--- config.mk ---
export PLATFORM = sky130hd
export DESIGN_NAME = colclk_router
export DESIGN_NICKNAME = d
export VERILOG_FILES = /design/src/rtl/colclk_pkg.sv /design/src/rtl/colclk_cfg_regs.sv /design/src/rtl/colclk_col_mux.sv /design/src/rtl/colclk_sector.sv /design/src/rtl/colclk_router.sv
export SDC_FILE = /design/constraint.sdc
export NUM_CORES = 1
export LEC_CHECK = 0
export ABC_CLOCK_PERIOD_IN_PS = 4210
export BUFFER_PORTS_ARGS = -buffer_cell sky130_fd_sc_hd__buf_2
export CAP_MARGIN = 30
export CORE_ASPECT_RATIO = 0.9
export CORE_MARGIN = 2
export CORE_UTILIZATION = 30
export CTS_CLUSTER_SIZE = 20
export DETAILED_ROUTE_END_ITERATION = 10
export GPL_TIMING_DRIVEN = 1
export PLACE_DENSITY = 0.61
export REMOVE_ABC_BUFFERS = 1
export SKIP_CTS_REPAIR_TIMING = 1
export SYNTH_ARGS = -nofsm -noshare
export SYNTH_HDL_FRONTEND = slang
export SYNTH_HIERARCHICAL = 1
export SYNTH_SLANG_ARGS = --single-unit
export TNS_END_PERCENT = 10
--- constraint.sdc ---
create_clock -name clk -period 4.21 [get_ports clk]
set_input_delay 0 -clock clk [delete_from_list [all_inputs] [get_ports clk]]
set_output_delay 0 -clock clk [all_outputs]
set_load 0.01 [all_outputs]
--- src/rtl/colclk_pkg.sv ---
package colclk_pkg;

  localparam int EDGE_INTERIOR = 0;
  localparam int EDGE_LEFT     = 1;
  localparam int EDGE_RIGHT    = 2;

  localparam int NUM_GLB   = 8;
  localparam int NUM_FAST  = 2;
  localparam int COL_SEL_W = 4;
  localparam int CFG_W     = 5;
  localparam int DONE_BIT  = 4;

  typedef enum logic [1:0] {
    MODE_OFF_LO = 2'b00,
    MODE_PASS   = 2'b01,
    MODE_INV    = 2'b10,
    MODE_OFF_HI = 2'b11
  } sec_mode_e;

  typedef struct packed {
    logic      from_express;
    sec_mode_e mode;
  } sec_cfg_t;

  // Column choice: global lines first, then the edge fast pair if present.
  function automatic logic pick_column(input logic [COL_SEL_W-1:0] sel,
                                       input logic [NUM_GLB-1:0]   glb,
                                       input logic [NUM_FAST-1:0]  fast,
                                       input logic                 has_fast);
    logic r;
    r = 1'b0;
    if (sel < COL_SEL_W'(NUM_GLB))
      r = glb[sel[2:0]];
    else if (has_fast && sel < COL_SEL_W'(NUM_GLB + NUM_FAST))
      r = fast[sel[0]];
    return r;
  endfunction

  // Sector shaping: straight, inverted, or tied low.
  function automatic logic shape_sector(input logic src, input sec_mode_e mode);
    logic r;
    case (mode)
      MODE_PASS: r = src;
      MODE_INV:  r = ~src;
      default:   r = 1'b0;
    endcase
    return r;
  endfunction

endpackage

--- src/rtl/colclk_cfg_regs.sv ---
module colclk_cfg_regs
  import colclk_pkg::*;
#(
  parameter int NSEC = 4,
  parameter int AW   = 4
) (
  input  logic                  clk,
  input  logic                  rst_n,
  input  logic                  we,
  input  logic [AW-1:0]         addr,
  input  logic [CFG_W-1:0]      wdata,
  output logic                  cfg_done,
  output logic [COL_SEL_W-1:0]  col_sel,
  output sec_cfg_t [NSEC-1:0]   sec_cfg
);

  logic               col_wr_hit;
  logic [NSEC-1:0]    sec_wr_hit;

  assign col_wr_hit = we && (addr == '0);

  always_ff @(posedge clk) begin
    if (!rst_n) begin
      cfg_done <= 1'b0;
      col_sel  <= '0;
    end else if (col_wr_hit) begin
      cfg_done <= wdata[DONE_BIT];
      col_sel  <= wdata[COL_SEL_W-1:0];
    end
  end

  for (genvar k = 0; k < NSEC; k++) begin : g_sec_reg
    assign sec_wr_hit[k] = we && (addr == AW'(k + 1));

    always_ff @(posedge clk) begin
      if (!rst_n)
        sec_cfg[k] <= '0;
      else if (sec_wr_hit[k])
        sec_cfg[k] <= sec_cfg_t'(wdata[2:0]);
    end
  end

endmodule

--- src/rtl/colclk_col_mux.sv ---
module colclk_col_mux
  import colclk_pkg::*;
#(
  parameter int EDGE_KIND = EDGE_INTERIOR
) (
  input  logic [COL_SEL_W-1:0] sel,
  input  logic [NUM_GLB-1:0]   glb_clk,
  input  logic [NUM_FAST-1:0]  fck_left,
  input  logic [NUM_FAST-1:0]  fck_right,
  output logic                 col_clk
);

  logic [NUM_FAST-1:0] fast_pair;
  logic                has_fast;

  if (EDGE_KIND == EDGE_LEFT) begin : g_left
    assign fast_pair = fck_left  & {NUM_FAST{1'b1}};
    assign has_fast  = 1'b1 | (|fck_right & 1'b0);
  end else if (EDGE_KIND == EDGE_RIGHT) begin : g_right
    assign fast_pair = fck_right & {NUM_FAST{1'b1}};
    assign has_fast  = 1'b1 | (|fck_left & 1'b0);
  end else begin : g_interior
    assign fast_pair = (fck_left & fck_right) & {NUM_FAST{1'b0}};
    assign has_fast  = 1'b0;
  end

  assign col_clk = pick_column(sel, glb_clk, fast_pair, has_fast);

endmodule

--- src/rtl/colclk_sector.sv ---
module colclk_sector
  import colclk_pkg::*;
(
  input  logic     cfg_done,
  input  logic     col_clk,
  input  logic     express_in,
  input  sec_cfg_t cfg,
  output logic     sec_clk
);

  logic src_sel;

  assign src_sel = cfg.from_express ? express_in : col_clk;
  assign sec_clk = cfg_done & shape_sector(src_sel, cfg.mode);

endmodule

--- src/rtl/colclk_router.sv ---
module colclk_router
  import colclk_pkg::*;
#(
  parameter int NUM_CELLS        = 16,
  parameter int CELLS_PER_SECTOR = 4,
  parameter int EDGE_KIND        = EDGE_INTERIOR,
  parameter int AW               = 4
) (
  input  logic                                  clk,
  input  logic                                  rst_n,
  input  logic                                  cfg_we,
  input  logic [AW-1:0]                         cfg_addr,
  input  logic [CFG_W-1:0]                      cfg_wdata,
  input  logic [NUM_GLB-1:0]                    glb_clk,
  input  logic [NUM_FAST-1:0]                   fck_left,
  input  logic [NUM_FAST-1:0]                   fck_right,
  input  logic [NUM_CELLS/CELLS_PER_SECTOR-1:0] express,
  output logic [NUM_CELLS/CELLS_PER_SECTOR-1:0] sec_clk
);

  localparam int NSEC = NUM_CELLS / CELLS_PER_SECTOR;

  // Named internal wires, observed by the bound checker.
  logic                 cfg_done;
  logic [COL_SEL_W-1:0] col_sel;
  sec_cfg_t [NSEC-1:0]  sec_cfg;
  logic                 col_clk;

  colclk_cfg_regs #(
    .NSEC (NSEC),
    .AW   (AW)
  ) regs_i (
    .clk      (clk),
    .rst_n    (rst_n),
    .we       (cfg_we),
    .addr     (cfg_addr),
    .wdata    (cfg_wdata),
    .cfg_done (cfg_done),
    .col_sel  (col_sel),
    .sec_cfg  (sec_cfg)
  );

  colclk_col_mux #(
    .EDGE_KIND (EDGE_KIND)
  ) col_i (
    .sel       (col_sel),
    .glb_clk   (glb_clk),
    .fck_left  (fck_left),
    .fck_right (fck_right),
    .col_clk   (col_clk)
  );

  for (genvar k = 0; k < NSEC; k++) begin : g_sector
    colclk_sector sec_i (
      .cfg_done   (cfg_done),
      .col_clk    (col_clk),
      .express_in (express[k]),
      .cfg        (sec_cfg[k]),
      .sec_clk    (sec_clk[k])
    );
  end

endmodule

==> results.txt, run 1 <==
The run finished with clean final reports. The global placement routability congestion came out at 0.707. The initial antenna violation count is 0.

The largest net degree at the start of global routing came out at 23. The power density relative to cell area is between 200 and 300 nW/um2. The horizontal die dimension came out at 61.1 um.

The maximum net fanout on the critical path came out at 4. The arrival time at the worst endpoint is 2.22 ns. For this run, the post-layout net count is roughly 150. TritonCTS built the clock tree. Of the synthesized area, sequential elements account for 38.7%. STA classifies the critical path startpoint as a flip-flop. The total routed wirelength is 1940 um.

The final-report hold violation count came out at 0. The layout overhead on the synthesized area came out at 24.8%. The largest stage delay on the critical path came out at about 0.65 ns. Summing every instance area after synthesis gives 880 um2.

The count of unique library cells instantiated by Yosys came out at 16. The initial core utilization is 31.8%. The footprint of the multi-input gates came out at around 520 um2. The diode insertion count for antenna repair is 0. The aggregate negative setup slack came out at 0 ns. The critical path data required time is 4.21 ns. The detail-routed net length per standard cell is approximately 12 um.

The number of clock sinks seen by CTS is 17. The total of endpoints with negative setup slack in the final report is 0. The core region is 2770 um2. The critical path goes through mux2i_1, a21o_1, a311oi_1, mux2i_1, mux2i_1, buf_2.

The first global-routing pass estimated between 3000 and 4000 um of wire. The post-detailed-route via-to-cell ratio came out at 4.59. After routing the design area is 1100 um2. The number of cell rows is 18.

The total of flip-flops plus latches after synthesis came out at 17. For the pin with the worst max-slew slack, the measured transition is 0.770 ns. The via count of the first global-routing pass is 725.

Setup repair after global routing left no endpoint under its margin. The peak supply drop came out at 0.0689 mV. The utilization after layout came out at 39.6%.

The detailed-route via count is 734. After the flow finishes, the layout carries non-filler instances totaling 160. The highest clock rate came out at 450 MHz. The insertion delay of the later-clocked pin in the worst-skew pair is 0.29 ns. The longest clock path from root to sink contains 2 buffers. The total die area is 3380 um2.

The final worst-path cycle share came out at a little over half. The HPWL reported at the end of detailed placement came out at roughly 1500 um. After clock tree synthesis, the clock-pin slew on the worst setup and hold paths is ~0.10 ns. The most repeated library cell on the critical path is sky130_fd_sc_hd__mux2i_1. Hold timing on the final database bottoms out at a slack of 0.0811 ns. Counting tap cells, the placed design contains a total of approximately 150 instances.

The library cell occupying the most area in the post-synthesis netlist is sky130_fd_sc_hd__dfxtp_1. The count of unresolved DRC violations after routing is 0. The final max-slew violation count came out at 0.

The count of buffers inserted at the top-level ports is 27. Counting the fill cells in the layout gives 303. The count of synthesis-stage warnings from yosys came out at 6. The number of instances in the synthesized netlist is 90. The worst setup path is of the reg -> out kind. The antenna violation net count after detailed routing is 0. STA classifies the critical path endpoint as an output port.

The critical path's slowest cell is sky130_fd_sc_hd__a311oi_1. The buffer cell driving the clock tree root is sky130_fd_sc_hd__clkbuf_4. The sequential cell area in the final layout is 340 um2. After the first detailed-routing iteration, the DRC count stood at 25.

The headroom to the max-slew limit came out at 48.3%. Ranked by total cell area, the synthesized netlist is headed by sky130_fd_sc_hd__dfxtp_1 39%, sky130_fd_sc_hd__mux2i_1 31%, sky130_fd_sc_hd__nand2_1 9.4%, sky130_fd_sc_hd__nand3b_1 7.7%, sky130_fd_sc_hd__mux4_1 3.0%. Summed over all cells, the static leakage comes to slightly above 0.5 nW.

The fraction of final layout cells sized beyond drive strength 1 came out at 26.7%. After synthesis, the mean cell area works out to 9.77 um2. The number of buffers created by CTS came out at 3. The worst hold path belongs to the class in -> reg. In the global route stage, overall resource usage came out at 12.5%. The number of iterations in the first detailed-routing pass is 4. The post-route clock skew is 0 ns. The cell area reported after detailed placement is 1050 um2. The fraction of synthesized cell area taken by the top area cell type is 38.7%. The H-tree level count is 1. The I/O pin count came out at 32.

Max-cap violations in this run came to 0. The post-route minimum period is around 2.2 ns. The final global-route overflow total came out at 0. From bottom edge to top edge, the die measures around 55 um.
==> Yosys cell counts (all sizes together) <==
library cell and n:
nand3b 9, buf 2, inv 1, dfxtp 17
nand4b 1, mux4 1, nand2 23, and3b 1
a311oi 1, nor2 3, nor3b 1, nand3 1
a21o 1, clkbuf 1, mux2i 27
==> power by group <==
group,internal [mW],total [mW],switching [mW]
logic,0.0176,0.0338,0.0161
clock network,0.0369,0.0900,0.0531
registers,0.163,0.165,0.00177
total,0.217,0.288,0.0710
==> per-stage QoR <==
step                total power, mW  setup WS [ns]
floorplan                     0.183           2.65
global placement              0.200           2.31
detailed placement            0.201           2.27
CTS                           0.291           1.92
global route                  0.300           1.83
finish                        0.288           1.99
==> final timing paths <==
check / slack (ns) / start / end / cells after the start
hold / removal: 0.08 / cfg_wdata[0] / regs_i/sec_cfg[9] / 3
setup reg to reg: 3.41 / regs_i/cfg_done / regs_i/cfg_done / 2
hold reg to reg: 0.48 / regs_i/sec_cfg[9] / regs_i/sec_cfg[9] / 2
setup / recovery: 1.99 / regs_i/col_sel[2] / sec_clk[2] / 6
==> cell families after synthesis <==
family / after synthesis / synth area share [%]
AO/OA/AOI/OAI: 2 / 1.85
buffers and inverters: 4 / 1.99
flip-flops: 17 / 38.7
multiplexers: 28 / 33.7
AND/OR/NAND/NOR: 39 / 23.8
==> layout by cell type, fill, tap and decap left out, types with 2 or more instances in the layout <==
cell / Yosys / final
sky130_fd_sc_hd__nand3b_1: 9 / 9
sky130_fd_sc_hd__nor2_1: 3 / 3
sky130_fd_sc_hd__dlygate4sd3_1: 0 / 2
sky130_fd_sc_hd__nand2_1: 22 / 22
sky130_fd_sc_hd__dfxtp_1: 17 / 17
sky130_fd_sc_hd__buf_2: 2 / 27
sky130_fd_sc_hd__mux2i_1: 27 / 27
sky130_fd_sc_hd__clkbuf_4: 0 / 3
==> per-layer routing <==
layer / up-vias / share of wire [%] / track usage, %
met1: 338 / 45 / 14.3
met5: - / 0 / 0
li1: 376 / - / -
met4: 0 / 2.5 / 7.45
met3: 4 / 4.1 / 2.11
met2: 16 / 48 / 20.8
==> cell type report <==
| type | instances | share of cell area (%) |
|---|---|---|
| multi-input cells | 69 | 47.5 |
| repair buffers | 29 | 14.1 |
| inverters | 1 | 0.342 |
| clock buffers | 4 | 2.39 |
| well taps | 40 | 4.56 |
| flip-flops and latches | 17 | 31.0 |
==> critical path: cells and delay by family (launching register included) <==
kind,cells,cell delay (ns)
compound gates,2,0.83
mux,3,0.50
flops,1,0.45
buf+inv,1,0.15
==> state kept, by name (all words and copies together) (netlist names) <==
signal and flops:
regs_i/col_sel 4, regs_i/sec_cfg 12, regs_i/cfg_done 1
Power figures use the tool's default switching activity.
==> inputs of run 2 (changes only) <==
Settings changed: ABC_CLOCK_PERIOD_IN_PS 4210 to 2100.
Clock period 4.21 ns to 2.1 ns, I/O delays scaled along.
==> results.txt, run 2 (synthesis gave the netlist of run 1 again) <==
Result of the run: finished, final reports clean (unchanged). The number of clock sinks seen by CTS came out at 17 (unchanged). The number of iterations in the first detailed-routing pass is 4 (unchanged). The combinational share of power is 12.6% (was 11.7%). The post-route clock skew is 0 ns (unchanged). The final cell area excluding filler cells is 1130 um2 (was 1100 um2). The path category of the worst min-delay check is in -> reg (unchanged). The highest clock rate is between 500 and 600 MHz. The maximum clock path buffer count is 2 (unchanged).

The wire length of the first global-routing pass is 3120 um (was 3110 um). The count of nets after finishing came out at 150 (was 149). The worst-case register-to-register setup slack was 1.30 ns (was 3.41 ns). The H-tree level count is 1 (unchanged). The HPWL reported at the end of detailed placement is 1490 um (was 1480 um).

The arrival time at the worst endpoint was 1.94 ns (was 2.22 ns). The sequential cell fraction of total power is 57.1% (about the same). The I/O pin count is 32 (unchanged).

The met3 routing resource usage after global routing is 2.11% (unchanged). The count of unresolved DRC violations after routing came out at 0 (unchanged). The critical path data required time is 2.10 ns (was 4.21 ns).

The kind of critical path was reg -> out (unchanged). The peak supply drop came to 0.154 mV (was 0.0689 mV). The count of buffers inserted at the top-level ports is 27 (unchanged). The met1 track demand over resource in global routing is 15.1% (was 14.3%). The worst path in the final design needs a cycle of between 1.5 and 2 ns, including I/O delays and setup. Largest registers: regs_i/sec_cfg: 12 flops, regs_i/col_sel: 4 flops, regs_i/cfg_done: 1 flops (unchanged).

The busiest layer in global routing is met2 (unchanged). The largest net degree at the start of global routing came out at 23 (unchanged). The filler cell count came out at 286 (was 303). The fraction of final layout cells sized beyond drive strength 1 was 30.6% (was 26.7%). Leading cell types in the layout, fill and taps excluded: 27 x sky130_fd_sc_hd__mux2i_1, 27 x sky130_fd_sc_hd__buf_2, 22 x sky130_fd_sc_hd__nand2_1 (unchanged).

The register with the highest flop count is regs_i/sec_cfg (unchanged). The launching element type of the critical path is a flip-flop (unchanged). The initial core utilization was 31.8% (unchanged). The clock tree from TritonCTS is done (unchanged).

The number of cell rows is 18 (unchanged). The leakage power total came out at 0.523 nW (was 0.515 nW). The post-detailed-route via-to-cell ratio was 4.68 (was 4.59).

The global placement routability congestion came out at 0.719 (was 0.707). The diode insertion count for antenna repair came out at 0 (unchanged). The number of flip-flops in the largest register came out at 12 (unchanged).

The initial DRC count came to 30 (was 25). The total design power is 0.578 mW (was 0.288 mW). The cell area reported after detailed placement came out at 1070 um2 (was 1050 um2). The maximum net fanout on the critical path is 4 (unchanged). The worst-margin pin slew is 0.384 ns (was 0.770 ns). The clock-pin slew of the registers on the worst-case setup and hold paths is 0.10 ns (about the same). The number of buffers created by CTS came out at 3 (unchanged).

The initial antenna violation count is 0 (unchanged). The element type at the critical path end is an output port (unchanged). The final max-slew violation count is 0 (unchanged). The buffer cell driving the clock tree root is sky130_fd_sc_hd__clkbuf_4 (unchanged). The final worst-path cycle share is 92.5%.

The total die area came out at 3380 um2 (unchanged). The layout overhead on the synthesized area came out at 28.2% (was 24.8%). The net load switching power is 0.140 mW (was 0.0710 mW).

The fraction of met2 tracks used by global routing was 20.7% (was 20.8%). The die height came out at 55.4 um (unchanged). The number of maximum-capacitance violations is 0 (unchanged). The detail-routed net length per standard cell is 12.4 um (was 12.1 um). The horizontal die dimension is 61.1 um (unchanged). The insertion delay of the later-clocked pin in the worst-skew pair is 0.28 ns (was 0.29 ns). The cell-internal power is 0.437 mW (was 0.217 mW). The final global-route overflow total came out at 0 (unchanged).

The via count of the first global-routing pass is 737 (was 725). The final-report hold violation count came to 0 (unchanged). RSZ-0062 raised after global routing: false (unchanged).

The total routed wirelength came to 1990 um (was 1940 um). The antenna violation net count after detailed routing came to 0 (unchanged). The core region area is 2770 um2 (unchanged). The headroom to the max-slew limit came out at 74.4% (was 48.3%). The clock network power share came out at 30.3% (was 31.2%). The power density relative to cell area came out at 513 nW/um2 (was 263 nW/um2).

The proportion of total power due to net switching is 24.3% (was 24.6%). The total of endpoints with negative setup slack in the final report came out at 0 (unchanged). The detailed-route via count is 753 (was 734).

The global-route usage over all layers came out at 12.4% (was 12.5%).
==> run 2: cell type report <==
cell class / count / area, um2 / share of cell area, %
Timing Repair Buffer: 30 / 163 / 14.4
Clock buffer: 4 / 26.3 / 2.33
Inverter: 1 / 3.75 / 0.333
Multi-Input combinational cell: 69 / 543 / 48.2
Tap cell: 40 / 50.0 / 4.44
Sequential cell: 17 / 342 / 30.3
==> run 2: path summary, 6_finish.rpt <==
kind / from / endpoint / cells after the start
setup reg to reg: regs_i/cfg_done / regs_i/cfg_done / 2
hold reg to reg: regs_i/sec_cfg[10] / regs_i/sec_cfg[10] / 2
hold / removal: cfg_wdata[0] / regs_i/sec_cfg[9] / 3
setup / recovery: regs_i/col_sel[2] / sec_clk[2] / 6
==> run 2: power by group through the flow <==
| stage | Combinational, mW | Sequential, mW | Clock [mW] |
|---|---|---|---|
| floorplan | 0.0301 | 0.336 | 0 |
| global placement | 0.0667 | 0.337 | 0 |
| detailed placement | 0.0682 | 0.337 | 0 |
| CTS | 0.0687 | 0.330 | 0.182 |
| global route | 0.0797 | 0.331 | 0.195 |
| finish | 0.0728 | 0.330 | 0.175 |
==> run 2: critical path, stage by stage (launching register included) <==
cell and delay, ns:
sky130_fd_sc_hd__dfxtp_2 0.36, sky130_fd_sc_hd__mux4_2 0.53, sky130_fd_sc_hd__nor2_4 0.14, sky130_fd_sc_hd__a311oi_4 0.07, sky130_fd_sc_hd__mux2i_1 0.18, sky130_fd_sc_hd__mux2i_1 0.23
sky130_fd_sc_hd__buf_2 0.16
==> run 2: metal layers <==
metal,part of all wire (%),vias to the layer above
li1,-,379
met2,51,16
met1,43,356
met5,0,-
met4,1.1,0
met3,5.3,2
==> run 2: metrics by stage <==
stage | worst slack (ns) | cells | utilization, % | setup TNS [ns] | hold WS (ns)
6_report | 0.157 | 161 | 40.7 | 0 | 0.0804
5_1_grt | 0.0209 | 161 | 40.7 | 0 | 0.0937
4_1_cts | -0.0154 | 160 | 39.4 | -0.0154 | -0.0560
3_5_place_dp | 0.345 | 156 | 38.5 | 0 | 0.258
3_3_place_gp | 0.340 | 156 | 38.5 | 0 | 0.246
2_1_floorplan | 0.537 | 87 | - | 0 | 0.139
